## config.mk

```make
export PLATFORM = sky130hd
export DESIGN_NAME = disp_scan_top
export DESIGN_NICKNAME = d
export VERILOG_FILES = /design/src/rtl/disp_scan_pkg.sv /design/src/rtl/disp_scan_divider.sv /design/src/rtl/disp_scan_arbiter.sv /design/src/rtl/disp_scan_drive.sv /design/src/rtl/disp_scan_top.sv
export SDC_FILE = /design/constraint.sdc
export NUM_CORES = 1
export LEC_CHECK = 0
export BUFFER_PORTS_ARGS = -buffer_cell sky130_fd_sc_hd__buf_2
export CORE_UTILIZATION = 35
export DETAILED_ROUTE_END_ITERATION = 12
export HOLD_SLACK_MARGIN = 0.03
export PLACE_DENSITY = 0.64
export SKIP_LAST_GASP = 1
export SLEW_MARGIN = 25
export SYNTH_ARGS = -nofsm -noshare
export SYNTH_HDL_FRONTEND = slang
export SYNTH_HIERARCHICAL = 1
export SYNTH_SLANG_ARGS = --single-unit
```

## constraint.sdc

```tcl
create_clock -name clk -period 2.8 [get_ports clk]
set_input_delay 0.28 -clock clk [delete_from_list [all_inputs] [get_ports clk]]
set_output_delay 0.28 -clock clk [all_outputs]
set_load 0.1 [all_outputs]
```

## src/rtl/disp_scan_pkg.sv

```systemverilog
package disp_scan_pkg;

  localparam int FONT_CODE_W = 6;
  localparam int FONT_CODES  = 1 << FONT_CODE_W;
  localparam int FONT_SEGS   = 17;
  localparam logic [FONT_CODE_W-1:0] BLANK_CODE = 6'b100000;

  // One font entry: code bits, inverted code bits, low five code bits.
  // The blank code is forced dark.
  function automatic logic [FONT_SEGS-1:0] glyph_of(input logic [FONT_CODE_W-1:0] code);
    if (code == BLANK_CODE) return '0;
    return {code, ~code, code[4:0]};
  endfunction

  // Whole table, packed with entry k at bits [k*FONT_SEGS +: FONT_SEGS].
  function automatic logic [FONT_CODES*FONT_SEGS-1:0] font_default();
    logic [FONT_CODES*FONT_SEGS-1:0] tbl;
    tbl = '0;
    for (int k = 0; k < FONT_CODES; k++) begin
      tbl[k*FONT_SEGS +: FONT_SEGS] = glyph_of(FONT_CODE_W'(k));
    end
    return tbl;
  endfunction

  // Next value of a wrapping counter.
  function automatic int unsigned wrap_inc(input int unsigned v, input int unsigned last);
    return (v == last) ? 0 : v + 1;
  endfunction

endpackage

```

## src/rtl/disp_scan_divider.sv

```systemverilog
module disp_scan_divider #(
  parameter int PRESCALE  = 64,
  parameter int POSITIONS = 8,
  localparam int PRE_W = $clog2(PRESCALE),
  localparam int POS_W = $clog2(POSITIONS)
) (
  input  logic             clk,
  input  logic             rst_n,
  input  logic             run,
  output logic [PRE_W-1:0] pre_cnt,
  output logic [POS_W-1:0] pos_cnt,
  output logic             slot_end
);
  import disp_scan_pkg::*;

  localparam int unsigned PRE_LAST = PRESCALE - 1;
  localparam int unsigned POS_LAST = POSITIONS - 1;

  assign slot_end = (pre_cnt == PRE_W'(PRE_LAST));

  always_ff @(posedge clk or negedge rst_n) begin
    if (!rst_n) begin
      pre_cnt <= '0;
      pos_cnt <= '0;
    end else if (!run) begin
      pre_cnt <= '0;
      pos_cnt <= '0;
    end else begin
      pre_cnt <= PRE_W'(wrap_inc(int'(pre_cnt), PRE_LAST));
      if (slot_end) pos_cnt <= POS_W'(wrap_inc(int'(pos_cnt), POS_LAST));
    end
  end

endmodule

```

## src/rtl/disp_scan_arbiter.sv

```systemverilog
module disp_scan_arbiter #(
  parameter int POS_W = 3
) (
  input  logic             wr_req,
  input  logic             wr_seq_mode,
  input  logic             wr_ser_en,
  input  logic             wr_full,
  input  logic [POS_W-1:0] wr_addr,
  input  logic [POS_W-1:0] pos_cnt,
  output logic             wr_take,
  output logic [POS_W-1:0] mem_addr
);

  always_comb begin
    if (wr_seq_mode) wr_take = wr_req && wr_ser_en && !wr_full;
    else             wr_take = wr_req;
    mem_addr = wr_take ? wr_addr : pos_cnt;
  end

endmodule

```

## src/rtl/disp_scan_drive.sv

```systemverilog
module disp_scan_drive #(
  parameter int POSITIONS = 8,
  parameter int CODE_W    = 6,
  parameter int SEG_W     = 17,
  parameter logic [(1<<CODE_W)*SEG_W-1:0] FONT_TABLE = '0,
  localparam int POS_W = $clog2(POSITIONS)
) (
  input  logic                 clk,
  input  logic                 rst_n,
  input  logic                 show,
  input  logic [POS_W-1:0]     pos_cnt,
  input  logic [CODE_W-1:0]    mem_code,
  output logic [POSITIONS-1:0] pos_en,
  output logic [SEG_W-1:0]     seg_en
);

  logic [POSITIONS-1:0] pos_dec;
  logic [SEG_W-1:0]     glyph;

  for (genvar p = 0; p < POSITIONS; p++) begin : g_dec
    assign pos_dec[p] = show && (pos_cnt == POS_W'(p));
  end

  assign glyph = FONT_TABLE[int'(mem_code)*SEG_W +: SEG_W];

  always_ff @(posedge clk or negedge rst_n) begin
    if (!rst_n) begin
      pos_en <= '0;
      seg_en <= '0;
    end else begin
      pos_en <= pos_dec;
      seg_en <= show ? glyph : '0;
    end
  end

endmodule

```

## src/rtl/disp_scan_top.sv

```systemverilog
module disp_scan_top #(
  parameter int PRESCALE  = 64,
  parameter int POSITIONS = 8,
  parameter int CODE_W    = disp_scan_pkg::FONT_CODE_W,
  parameter int SEG_W     = disp_scan_pkg::FONT_SEGS,
  parameter logic [(1<<CODE_W)*SEG_W-1:0] FONT_TABLE = disp_scan_pkg::font_default(),
  localparam int POS_W = $clog2(POSITIONS),
  localparam int PRE_W = $clog2(PRESCALE)
) (
  input  logic                 clk,
  input  logic                 rst_n,
  input  logic                 scan_en,
  input  logic                 wr_req,
  input  logic                 wr_seq_mode,
  input  logic                 wr_ser_en,
  input  logic                 wr_full,
  input  logic [POS_W-1:0]     wr_addr,
  input  logic [CODE_W-1:0]    mem_code,
  output logic [POS_W-1:0]     mem_addr,
  output logic [POSITIONS-1:0] pos_en,
  output logic [SEG_W-1:0]     seg_en
);

  // Named internal events, visible to the bound checker.
  logic [PRE_W-1:0] pre_cnt;
  logic [POS_W-1:0] pos_cnt;
  logic             slot_end;
  logic             wr_take;
  logic             blank_w;
  logic             show_w;

  assign blank_w = (pre_cnt == '0);
  assign show_w  = scan_en && !wr_take && !blank_w;

  disp_scan_divider #(.PRESCALE(PRESCALE), .POSITIONS(POSITIONS)) u_div (
    .clk      (clk),
    .rst_n    (rst_n),
    .run      (scan_en),
    .pre_cnt  (pre_cnt),
    .pos_cnt  (pos_cnt),
    .slot_end (slot_end)
  );

  disp_scan_arbiter #(.POS_W(POS_W)) u_arb (
    .wr_req      (wr_req),
    .wr_seq_mode (wr_seq_mode),
    .wr_ser_en   (wr_ser_en),
    .wr_full     (wr_full),
    .wr_addr     (wr_addr),
    .pos_cnt     (pos_cnt),
    .wr_take     (wr_take),
    .mem_addr    (mem_addr)
  );

  disp_scan_drive #(
    .POSITIONS  (POSITIONS),
    .CODE_W     (CODE_W),
    .SEG_W      (SEG_W),
    .FONT_TABLE (FONT_TABLE)
  ) u_drv (
    .clk      (clk),
    .rst_n    (rst_n),
    .show     (show_w),
    .pos_cnt  (pos_cnt),
    .mem_code (mem_code),
    .pos_en   (pos_en),
    .seg_en   (seg_en)
  );

endmodule

```

* After elaboration in Yosys (flattened, before gate mapping)
Cells that the tools add are included.
** Word-level totals
- Bits in registers :: 34
- Bits of input ports :: 16
- Output and inout port bits :: 28
- Word-level logic and storage cells :: 42
** Operators by class
- $add $sub $neg :: 2
- Multipliers :: 1
- Eq/ne operators :: 9
- Shift operators :: 1
- Muxes and demuxes :: 8
- Reductions and logical operators :: 17
** Operator list (count)
- $shiftx A1088 B32 Y17 const A :: 1
- $mux W17 :: 1
- $eq A3 B3 Y1 const B :: 4
- $logic_and A1 B1 Y1 :: 12
- $mux W3 :: 4
- $mux W6 :: 2
- $mul A6 B5 Y11 const B :: 1
- $add A6 B1 Y6 const B :: 1
- $eq A3 B2 Y1 const B :: 2
- $eq A6 B6 Y1 const B :: 1
- $logic_not A6 Y1 :: 1
- $add A3 B1 Y3 const B :: 1
- $eq A3 B1 Y1 const B :: 1
- $logic_not A1 Y1 :: 3
- $logic_not A3 Y1 :: 1
- $ne A2 B1 Y1 const B :: 1
- $mux W1 :: 1

* Depth between registers and ports, before layout
Gate-level depths: netlist of the first run.
- Word-level depth :: 7
- Gate-level depth with buffers :: 8
- Depth with buffers taken out :: 7

* Modules after synthesis
The synthesis of the first run kept the hierarchy.
** By module, submodules not included
- disp_scan_drive :: instances 1, cells an instance 65, area each 775.7 um^2, seq. area each 500.5 um^2
- disp_scan_divider :: instances 1, cells an instance 40, area each 426.7 um^2, seq. area each 225.2 um^2
- disp_scan_arbiter :: instances 1, cells an instance 7, area each 82.6 um^2, seq. area each 0.0 um^2
- disp_scan_top :: instances 1, cells an instance 4, area each 27.5 um^2, seq. area each 0.0 um^2

* Worst setup path before layout of the first run
Ideal clock, no wire load.
- Path type :: register to output
- From :: register u_drv.seg_en[11]
- To :: output seg_en[11]
- Arrival time :: 1.324 ns
- Required time :: 2.520 ns
- Path slack :: 1.196 ns
- Cell stages (with the launch flop) :: 2
- Buffers on the path :: 1
- Cells stage by stage :: dfrtp_1 -> buf_4
** RTL lines
- from (decl) :: line disp_scan_drive.sv:14 : output logic [SEG_W-1:0] seg_en
- from (signal assigned) :: line disp_scan_drive.sv:32 : seg_en <= show ? glyph : '0;
- to (decl) :: line disp_scan_top.sv:21 : output logic [SEG_W-1:0] seg_en
No word-level cell between the ends.

* Worst setup path after layout of the first run
- From :: register u_div.pos_cnt[1]
- To :: output mem_addr[1]
** Between the ends
- Cells in the longest elaborated chain, start to end :: 1
** Ends and longest elaborated chain
- from (decl) :: line disp_scan_divider.sv:11 : output logic [POS_W-1:0] pos_cnt,
- from (signal assigned) :: line disp_scan_divider.sv:30 : if (slot_end) pos_cnt <= POS_W'(wrap_inc(int'(pos_cnt), POS_LAST));
- $mux W3 :: line disp_scan_arbiter.sv:17 : mem_addr = wr_take ? wr_addr : pos_cnt;
- to (decl) :: line disp_scan_top.sv:19 : output logic [POS_W-1:0] mem_addr,
No other way between the ends.

==> flow_summary.ini, run 1 <==
[outcome]
outcome = finished clean

[timing]
final_hold_viol_count = 0
finalMaxSlewViolations = 0
worstMarginPinSlew_ns = 0.611
setup_tns_ns = 0
setup_viol = 0
finClkSkew_ns = 0.00274
post-route-period-util_pct = 59.6
fin_crit_ns = 1.67
maxSlewHeadroom_pct = 59.3
rsz0062_at_grt = false
holdWs_ns = 0.0161
timing.fmax_mhz = 599

[worst_setup_path]
critPathCaptureType = output port
path_class = reg2out
path_max_fanout = 8
required_ns = 2.52
worstPathArrival_ns = 1.39
cp-start-kind = flop

[synth]
ys_types = 27
synth.top_cells.by_area = dfrtp_1 (55%), nand2b_1 (4.3%), buf_4 (3.4%)
synthMuxAreaShare_pct = 5.72
ys_ff_latch = 29
synth-xor-area-share_pct = 2.00
synthFlopType = dfrtp_1
ys_top_cells_by_count = dfrtp_1 (29), nand2_1 (10), nand2b_1 (9), nor2_1 (9), a21oi_1 (7)
yosys.area_share.simple_pct = 24.0
postSynth.asyncResetShare_pct = 100
synth_seq_area_share_pct = 55.3
synth_compound_area_share_pct = 4.39
syn_area_sq_um = 1310
syn_nets = 135
synthCells = 116
synth.most_common_cell = dfrtp_1
yosysTopAreaCellShare_pct = 55.3
avgSynthCellArea_sq_um = 11.3
synth_edf_count = 0
synth_top_family_by_area = simple AND/OR/NAND/NOR gates
synth_fa_ha_area_share_pct = 2.86
synth_top_cell_by_area = dfrtp_1
yosysWarnings = 6

[drt]
postRouteWirelength_um = 2360
first_pass_iters = 4
wl_per_cell_um = 11.3
ant_nets = 0
route.detailed.drc = 0
num_vias = 940
viasPerCell = 4.52
drt_iter0_markers = 52

[power]
ir_drop_mv = 0.292
powerDensity_nw_per_um2 = 608
seqPwrFrac_pct = 45.0
switching_power_uw = 340
comb_power_share_pct = 23.0
p_total_uw = 991
clockPowerShare_pct = 32.0
p_sw_share_pct = 34.3
p_int_uw = 651
leakage_uw = 0.000873

[layout]
drive_above_1_share_pct = 40.7
syn_to_final_growth_pct = 24.2
ff_latch_area_sq_um = 726
n_antenna_cell = 0
fillCellCount = 337
final_nets = 180
multi_input_area_sq_um = 512
design_area_sq_um = 1630

[clocking]
post_cts_buffers = 0
clk_path_buf_depth = 2
cts-htree-levels = 2
cts_tree = yes
clk_latency_ns = 0.27
clkTransAtPathRegs_ns = 0.06
cts_buffers = 5
clock-sinks = 29
cts_hold_buf = 0
cts_root_buf = clkbuf_8
cts_resized = 0

[hold_path]
hold_path.class = in2async

[floorplan]
die_x_um = 63.2
num_io_pins = 44
die_h_um = 63.2
start_util_pct = 37.8
dieArea_sq_um = 4000
row_count = 21
core_sq_um = 3470

[job]
max_cap_viol_count = 0

[global_routing]
grt_max_degree = 30
grt_pass1_vias = 933
track_usage_pct = 13.4
overflow = 0
grt_pass1_wl_um = 4110
antenna_found_initial = 0

[place]
gp_congestion = 0.721
dpl-instance-area_sq_um = 1550
io_buffers = 43
dp_hpwl_um = 1710
==> final cells by class <==
| class | instances | share of cell area [%] |
|---|---|---|
| flip-flops and latches | 29 | 44.5 |
| multi-input cells | 73 | 31.4 |
| well taps | 46 | 3.53 |
| repair buffers | 44 | 13.7 |
| clock buffers | 6 | 4.45 |
| clock inverters | 2 | 0.614 |
| inverters | 8 | 1.84 |
==> power groups by stage <==
| stage | combinational, uW | clock (uW) | sequential, uW |
|---|---|---|---|
| after global placement | 228 | 0 | 452 |
| after floorplan | 97.0 | 0 | 540 |
| after detailed placement | 230 | 0 | 453 |
| after CTS | 231 | 329 | 446 |
| final | 228 | 317 | 446 |
| after global routing | 240 | 353 | 447 |
==> logic make-up (layout without fill, tap and decap cells) <==
| kind of cell | Yosys count | count (layout) |
|---|---|---|
| AO/OA/AOI/OAI | 9 | 9 |
| XOR/XNOR | 3 | 3 |
| adder cells (fa/ha/maj) | 3 | 3 |
| buffers and inverters | 14 | 60 |
| flip-flops | 29 | 29 |
| multiplexers | 6 | 6 |
| AND/OR/NAND/NOR | 52 | 52 |
==> placed cells by master (no fill, tap or decap), drive strengths merged <==
cell type  synthesis  layout
buf                6      44
dfrtp             29      29
nand2             11      11
nor2              10      10
nand2b             9       9
inv                8       8
a21oi              7       7
and2               6       6
clkbuf             0       6
nand3              4       4
nor3               4       4
mux2               3       3
mux2i              3       3
ha                 3       3
nor4               2       2
clkinv             0       2
xor2               2       2
or3                2       2
nor4b              2       2
nor2b              2       2
o21ai              1       1
xnor2              1       1
a31oi              1       1
==> final timing paths <==
path	startpoint	endpoint	slack, ns	cells past startpoint
min in group clk	mem_code[5]	u_drv/seg_en[10]$_DFF_PN0_	0.22	2
hold reg to reg	u_div/pre_cnt[0]$_DFF_PN0_	u_div/pre_cnt[0]$_DFF_PN0_	0.51	1
max in group asynchronous	rst_n	u_div/pre_cnt[0]$_DFF_PN0_	2.38	1
setup reg to reg	u_div/pre_cnt[2]$_DFF_PN0_	u_drv/pos_en[0]$_DFF_PN0_	1.38	5
setup / recovery	u_div/pos_cnt[1]$_DFFE_PN0P_	mem_addr[1]	1.13	2
hold / removal	rst_n	u_drv/seg_en[15]$_DFF_PN0_	0.02	1
==> registers in the layout (all words and copies together) (netlist names) <==
signal	count
u_div/pre_cnt	6
u_drv/pos_en	8
u_drv/seg_en	12
u_div/pos_cnt	3
==> metal layers <==
layer / global-route usage (%) / share of wire [%]
met2: 21.9 / 47
met1: 16.0 / 44
met3: 4.89 / 6.7
met5: 0 / 0
met4: 5.11 / 1.3
==> stage by stage <==
step | std cells | setup WS [ns] | util (%)
3_3_place_gp | 200 | 1.24 | 44.6
5_1_grt | 208 | 1.07 | 47.0
4_1_cts | 208 | 1.13 | 47.0
3_5_place_dp | 200 | 1.20 | 44.6
2_1_floorplan | 116 | 1.20 | -
6_report | 208 | 1.13 | 47.0
==> critical path: stages, from the launching register on <==
cell	delay [ns]
dfrtp_1	0.50
mux2_4	0.20
buf_2	0.41
No activity file was read; power rests on OpenSTA's default activity.
==> run 2: changes to the inputs <==
==> constraint.sdc (replaced) <==
create_clock -name clk -period 1.65 [get_ports clk]
set_input_delay 0.165 -clock clk [delete_from_list [all_inputs] [get_ports clk]]
set_output_delay 0.165 -clock clk [all_outputs]
set_load 0.1 [all_outputs]
==> run 2 against run 1 <==
Net effect:
- sequential power grew 70%
- via count increased by 0.85%
- die area is the same
- clock power up 100%
- worst setup slack worse by 1.0 ns
- first-iteration DRC count down 7.7%
- flip-flop and latch count unchanged
- utilization rose by 0.83 points
- wire length shrank 2.2%
- worst hold slack gained 0.082 ns
==> flow_summary.ini, run 2 (synthesized netlist as in run 1, its figures left out) <==
[timing]
finClkSkew_ns = 0.00408
worstMarginPinSlew_ns = 0.621
maxSlewHeadroom_pct = 58.6
fin_crit_ns = 1.55
rsz0062_at_grt = false
setup_viol = 0
final_hold_viol_count = 0
timing.fmax_mhz = 645
post-route-period-util_pct = 94.0
finalMaxSlewViolations = 0
setup_tns_ns = 0

[power]
powerDensity_nw_per_um2 = 1070
ir_drop_mv = 0.268
leakage_uw = 0.000886

[layout]
drive_above_1_share_pct = 41.1
top_register = u_drv/seg_en
n_antenna_cell = 0
reg_top3 = u_drv/seg_en x12, u_drv/pos_en x8, u_div/pre_cnt x6
largest_register_ffs = 12
fillCellCount = 332
multi_input_area_sq_um = 512
ff_latch_area_sq_um = 726
syn_to_final_growth_pct = 26.4
layout_commonest_cell = buf_2
final_nets = 181
stdcell_count = 209
final_cell_mix = buf_2 (43), dfrtp_1 (29), nand2_1 (10), nor2_1 (9), nand2b_1 (9)

[global_routing]
grt_pass1_vias = 938
grt_pass1_wl_um = 4240
track_usage_pct = 14.2
antenna_found_initial = 0
overflow = 0
grt_max_degree = 30

[drt]
viasPerCell = 4.54
first_pass_iters = 3
postRouteWirelength_um = 2310
num_vias = 948
route.detailed.drc = 0
drt_iter0_markers = 48
ant_nets = 0
wl_per_cell_um = 11.0

[worst_setup_path]
worstPathArrival_ns = 1.39
path_max_fanout = 8
path_class = reg2out
required_ns = 1.48
cp-start-kind = flop
critPathCaptureType = output port

[floorplan]
row_count = 21
die_h_um = 63.2
start_util_pct = 37.8
dieArea_sq_um = 4000
core_sq_um = 3470
num_io_pins = 44
die_x_um = 63.2

[clocking]
clock-sinks = 29
clk_latency_ns = 0.28
cts_resized = 0
cts_tree = yes
cts-htree-levels = 2
cts_hold_buf = 1
cts_buffers = 5
clk_path_buf_depth = 2
post_cts_buffers = 0
clkTransAtPathRegs_ns = 0.06
cts_root_buf = clkbuf_8

[place]
dp_hpwl_um = 1700
gp_congestion = 0.761
io_buffers = 43
dpl.cell_count = 200

[outcome]
outcome = finished clean

[job]
max_cap_viol_count = 0

[hold_path]
hold_path.class = in2reg
[run 2: layer usage]
| metal | wire length, um | global-route usage, % |
|---|---|---|
| met1 | 998 | 16.9 |
| met2 | 1090 | 22.3 |
| met3 | 181 | 6.34 |
| met4 | 37 | 5.97 |
| met5 | 0 | 0 |
[run 2: power by group]
part | switching [uW] | internal [uW] | leakage, uW
combinational | 313 | 76.7 | 0.000436
clock | 257 | 376 | 0.0000542
sequential | 16.5 | 739 | 0.000396
total | 586 | 1190 | 0.000886
[run 2: area by class of cell]
cell class | count | share of cell area (%)
clock buffers | 7 | 5.81
multi-input cells | 73 | 30.8
repair buffers | 45 | 14.0
well taps | 46 | 3.47
inverters | 8 | 1.81
flip-flops and latches | 29 | 43.7
clock inverters | 1 | 0.302
[run 2: metrics by stage]
stage | worst slack [ns] | util, % | area, sq um | hold WS [ns] | total power, uW
5_1_grt | 0.0261 | 47.8 | 1660 | 0.0962 | 1870
4_1_cts | 0.0798 | 47.8 | 1660 | 0.0825 | 1810
3_3_place_gp | 0.178 | 44.6 | 1550 | 0.207 | 1160
2_1_floorplan | 0.161 | - | 1310 | -0.131 | 1080
3_5_place_dp | 0.125 | 44.6 | 1550 | 0.214 | 1160
6_report | 0.0990 | 47.8 | 1660 | 0.0982 | 1780
[run 2: worst paths after layout]
path | start | slack, ns | depth (start not counted) | end
min reg2reg | u_div/pre_cnt[0]$_DFF_PN0_ | 0.52 | 1 | u_div/pre_cnt[0]$_DFF_PN0_
max in group asynchronous | rst_n | 0.81 | 2 | u_drv/pos_en[6]$_DFF_PN0_
min | mem_code[5] | 0.1 | 2 | u_drv/seg_en[10]$_DFF_PN0_
min in group asynchronous | rst_n | 0.44 | 2 | u_drv/seg_en[10]$_DFF_PN0_
max | u_div/pos_cnt[2]$_DFFE_PN0P_ | 0.1 | 2 | mem_addr[2]
max reg2reg | u_div/pos_cnt[1]$_DFFE_PN0P_ | 0.24 | 4 | u_div/pos_cnt[0]$_DFFE_PN0P_
[run 2: critical path: stages (launching register included)]
cell and delay [ns]:
dfrtp_1 0.50, mux2_4 0.20, buf_2 0.41
